File: config.mk
export PLATFORM = sky130hd
export DESIGN_NAME = aer_link
export DESIGN_NICKNAME = d
export VERILOG_FILES = /design/src/rtl/aer_link.sv
export SDC_FILE = /design/constraint.sdc
export NUM_CORES = 1
export LEC_CHECK = 0
export BUFFER_PORTS_ARGS = -buffer_cell sky130_fd_sc_hd__buf_2
export CAP_MARGIN = 5
export CORE_ASPECT_RATIO = 0.9
export CORE_MARGIN = 3
export CORE_UTILIZATION = 35
export CTS_BUF_LIST = sky130_fd_sc_hd__clkbuf_16
export CTS_CLUSTER_SIZE = 25
export DETAILED_ROUTE_END_ITERATION = 7
export GPL_TIMING_DRIVEN = 1
export PLACE_DENSITY = 0.5
export SLEW_MARGIN = 20
export SYNTH_ARGS = -nofsm -noshare
export SYNTH_HDL_FRONTEND = slang
export SYNTH_SLANG_ARGS = --single-unit
File: constraint.sdc
create_clock -name clk -period 4.8 [get_ports clk]
set_input_delay 0.72 -clock clk [delete_from_list [all_inputs] [get_ports clk]]
set_output_delay 0.72 -clock clk [all_outputs]
set_load 0.02 [all_outputs]
File: src/rtl/aer_link.sv
module aer_link #(
  parameter int N_UNITS = 8,
  localparam int AW = (N_UNITS > 1) ? $clog2(N_UNITS) : 1
) (
  input  logic               clk,
  input  logic               rst_n,
  input  logic [N_UNITS-1:0] spike_i,
  output logic               ev_req_o,
  output logic [AW-1:0]      ev_addr_o,
  input  logic               ev_ack_i,
  input  logic               in_req_i,
  input  logic [AW-1:0]      in_addr_i,
  output logic               in_ack_o,
  output logic [N_UNITS-1:0] fire_o
);

  typedef enum logic [1:0] {TX_IDLE, TX_REQ, TX_REL} tx_t;

  tx_t                tx_q;
  logic [N_UNITS-1:0] pend_q;
  logic [AW-1:0]      ptr_q;
  logic [AW-1:0]      addr_q;
  logic               ack_m, ack_s;
  logic               found;
  logic [AW-1:0]      win;
  logic               grant;
  logic [N_UNITS-1:0] clr;

  always_comb begin
    found = 1'b0;
    win   = '0;
    for (int k = 0; k < N_UNITS; k++) begin
      if (!found && pend_q[(int'(ptr_q) + k) % N_UNITS]) begin
        found = 1'b1;
        win   = AW'((int'(ptr_q) + k) % N_UNITS);
      end
    end
  end

  assign grant = (tx_q == TX_IDLE) && found && !ack_s;
  assign clr   = {{(N_UNITS-1){1'b0}}, grant} << win;

  always_ff @(posedge clk) begin
    if (!rst_n) begin
      ack_m <= 1'b0;
      ack_s <= 1'b0;
    end else begin
      ack_m <= ev_ack_i;
      ack_s <= ack_m;
    end
  end

  always_ff @(posedge clk) begin
    if (!rst_n) pend_q <= '0;
    else        pend_q <= (pend_q & ~clr) | spike_i;
  end

  always_ff @(posedge clk) begin
    if (!rst_n) begin
      tx_q   <= TX_IDLE;
      ptr_q  <= '0;
      addr_q <= '0;
    end else begin
      case (tx_q)
        TX_IDLE: if (grant) begin
          tx_q   <= TX_REQ;
          addr_q <= win;
          ptr_q  <= (int'(win) == N_UNITS - 1) ? '0 : win + 1'b1;
        end
        TX_REQ:  if (ack_s)  tx_q <= TX_REL;
        TX_REL:  if (!ack_s) tx_q <= TX_IDLE;
        default: tx_q <= TX_IDLE;
      endcase
    end
  end

  assign ev_req_o  = (tx_q == TX_REQ);
  assign ev_addr_o = addr_q;

  logic               req_m, req_s;
  logic               in_ack_q;
  logic [N_UNITS-1:0] fire_q;
  logic               in_range;

  assign in_range = int'(in_addr_i) < N_UNITS;

  always_ff @(posedge clk) begin
    if (!rst_n) begin
      req_m    <= 1'b0;
      req_s    <= 1'b0;
      in_ack_q <= 1'b0;
      fire_q   <= '0;
    end else begin
      req_m  <= in_req_i;
      req_s  <= req_m;
      fire_q <= '0;
      if (!in_ack_q && req_s) begin
        in_ack_q <= 1'b1;
        if (in_range) fire_q <= {{(N_UNITS-1){1'b0}}, 1'b1} << in_addr_i;
      end else if (in_ack_q && !req_s) begin
        in_ack_q <= 1'b0;
      end
    end
  end

  assign in_ack_o = in_ack_q;
  assign fire_o   = fire_q;

endmodule

==> flow_summary.json <==
{
  "path_class": "reg -> reg",
  "finalWeightedCongestion": 0.8455,
  "cts-root-buf": "clkbuf_16",
  "first_pass_iters": 4,
  "cp-end-kind": "flip-flop",
  "hp-start": "req_m$_SDFF_PN0_",
  "required_ns": 5.00,
  "cts_sinks": 29,
  "hold_path_depth": 1,
  "clock_latency_ns": 0.27,
  "start_util_pct": 37.90,
  "antenna_cells": 0,
  "drive_above_1_share_pct": 21.94,
  "critPathArrivalTime_ns": 4.11,
  "final_common_cell": "dfxtp_1",
  "fp.dieH_um": 76.12,
  "dieWidth_um": 83.91,
  "ctsResizeCount": 0,
  "io_pins": 28,
  "antenna_found_initial": 0,
  "cp_max_fo": 8,
  "synth_top_area_share_pct": 30.37,
  "muxShareOfSynthArea_pct": 21.01,
  "synth_xor_area_share_pct": 2.291,
  "fillCellCount": 486,
  "path_cells": "inv_1, ha_1, mux4_1, mux2i_1, a32oi_1, or4_1, nand3b_1, o21ai_2, inv_1, ha_1, or3_1, a21oi_1",
  "htreeDepth": 2,
  "post-cts-setup-buffer-count": 0,
  "grt_max_degree": 16,
  "area_delta_synth_final_pct": 17.74,
  "reg2reg_from": "ptr_q[0]$_SDFFE_PN0P_",
  "drc": 0,
  "yosysUniqueCellTypes": 49,
  "synth-simple-area-share_pct": 17.15,
  "hold_end": "req_s$_SDFF_PN0_",
  "synth_compound_area_share_pct": 20.75,
  "syn-mean-instance-area_um2": 9.236,
  "p_leak_nw": 0.9909,
  "cap_viol_max_count": 0,
  "portBuffers": 27,
  "slowest_stage": "mux4_1",
  "clock_skew_ns": 0.007299,
  "grt_pass1_wl_um": 8045,
  "synth_edf_count": 0,
  "fin_tns_setup_ns": 0,
  "final_cell_mix": "dfxtp_1, buf_2, nor2_1",
  "synth_nets": 227,
  "p_per_area_nw_per_um2": 770.2,
  "yosysWarnings": 0,
  "clock.fmax_mhz": 255.9,
  "ys.flop_type": "dfxtp_1",
  "rrSetupSlack_ns": 0.89,
  "ys_ff_latch": 29,
  "syn_inst": 207,
  "vdd_ir_drop_max_mv": 0.2637,
  "hold_buffers": 0,
  "syn_area_um2": 1912,
  "wl_um": 4830,
  "synth_top_family_by_area": "multiplexers",
  "synth_adder_area_share_pct": 3.272,
  "clockBufferDepth": 2,
  "track_usage_pct": 15.48,
  "outcome": "completed",
  "ant_nets": 0,
  "reg2reg_depth": 12,
  "synth.largest_area_cell": "dfxtp_1",
  "hp-class": "reg -> reg",
  "setup_viol": 0,
  "clk_pin_slew_worst_paths_ns": 0.05,
  "viasPerCell": 5.583,
  "async_flop_share_pct": 0,
  "p_total_w": 0.001734,
  "cts_tree": "built",
  "grt_pass1_vias": 1607,
  "finalNetCount": 256,
  "r2r-end": "ptr_q[0]$_SDFFE_PN0P_",
  "hold_viol": 0,
  "maxSlewViolCount": 0,
  "first_iter_violations": 118,
  "ys_seq_area_share_pct": 30.37,
  "cts_buffers": 5,
  "rsz0062_at_grt": "false",
  "hpwl_um": 3626,
  "design.core.area_um2": 5045,
  "wl_per_cell_um": 15.99,
  "overflow": 0,
  "final.period_utilization_pct": 81.40,
  "worstMarginPinSlew_ns": 0.5693,
  "startpoint_type": "flip-flop",
  "synthTopCellsByArea": "dfxtp_1, mux4_1, mux2i_1",
  "critPathMaxStageDelay_ns": 0.70,
  "slew_headroom_pct": 61.99,
  "rows": 24,
  "vias": 1686,
  "fin_crit_ns": 3.907,
  "die-area_um2": 6386
}
==> worst max-delay path by stage <==
stage | from | to | slack [ns]
3_5_place_dp | ptr_q[0]$_SDFFE_PN0P_ | ptr_q[0]$_SDFFE_PN0P_ | 0.90
5_1_grt | ptr_q[1]$_SDFFE_PN0P_ | ptr_q[0]$_SDFFE_PN0P_ | 0.59
4_1_cts | ptr_q[0]$_SDFFE_PN0P_ | ptr_q[0]$_SDFFE_PN0P_ | 0.89
2_1_floorplan | ptr_q[1]$_SDFFE_PN0P_ | ptr_q[0]$_SDFFE_PN0P_ | 0.88
3_3_place_gp | ptr_q[0]$_SDFFE_PN0P_ | ptr_q[0]$_SDFFE_PN0P_ | 0.95
6_report | ptr_q[0]$_SDFFE_PN0P_ | ptr_q[0]$_SDFFE_PN0P_ | 0.89
==> per-stage QoR <==
stage / instance area (um^2) / utilization [%] / worst slack (ns) / hold slack, ns / std cells
floorplan: 1912 / - / 0.8760 / 0.4119 / 207
global placement: 2112 / 41.87 / 0.9478 / 0.4156 / 294
detailed placement: 2112 / 41.87 / 0.9029 / 0.4271 / 294
CTS: 2251 / 44.62 / 0.8922 / 0.4406 / 302
global route: 2251 / 44.62 / 0.5907 / 0.4472 / 302
finish: 2251 / 44.62 / 0.8927 / 0.4338 / 302
==> critical path: cells and delay by family (launching register included) <==
family / cells / cell delay, ns
compound gates: 3 / 0.37
mux: 2 / 0.94
fa+ha+maj: 2 / 0.67
simple gates: 3 / 1.29
buf+inv: 2 / 0.22
flops: 1 / 0.32
==> sequential cells by signal, indices dropped and copies added (netlist names) <==
name,count
in_ack_o,1
ev_addr_o,3
ack_m,1
fire_o,8
req_s,1
ptr_q,3
req_m,1
ack_s,1
pend_q,8
tx_q,2
==> cell families after synthesis <==
group,Yosys count
xor gates and xnor gates,5
adders and majority gates,5
DFF,29
muxes,25
buffers and inverters,24
and+or+nand+nor,65
AOI/OAI and AO/OA,54
==> metal layers <==
| layer | wire (um) | vias up | GRT usage (%) |
|---|---|---|---|
| li1 | - | 838 | - |
| met1 | 2391 | 800 | 21.24 |
| met2 | 2171 | 40 | 23.61 |
| met3 | 179 | 8 | 3.676 |
| met4 | 89 | 0 | 5.627 |
| met5 | 0 | - | 0 |
==> power breakdown <==
group	switching [W]	internal (W)
Combinational	0.000660	0.000464
Sequential	0.0000370	0.000279
Clock	0.000106	0.000188
Total	0.000803	0.000931
==> layout make-up <==
type	count	area (um^2)	share of cell area (%)
clock buffers	5	125.1	5.559
clock inverters	3	13.76	0.6115
inverters	16	60.06	2.668
multi-input cells	154	1232	54.75
flip-flops and latches	29	580.6	25.79
well taps	65	81.33	3.613
repair buffers	30	157.7	7.004
==> Yosys cell counts (3+ instances only) <==
| master | count |
|---|---|
| dfxtp_1 | 29 |
| nor2_1 | 18 |
| inv_1 | 15 |
| nand2_1 | 15 |
| a21oi_1 | 11 |
| mux2i_1 | 9 |
| o21ai_0 | 9 |
| a31oi_1 | 8 |
| nor3_1 | 8 |
| mux4_1 | 7 |
| mux2_2 | 6 |
| and2_1 | 5 |
| ha_1 | 5 |
| clkbuf_1 | 4 |
| nand2b_1 | 4 |
| nor2b_1 | 3 |
| o211ai_1 | 3 |
| xor2_1 | 3 |
(Power assumes the default switching activity.)
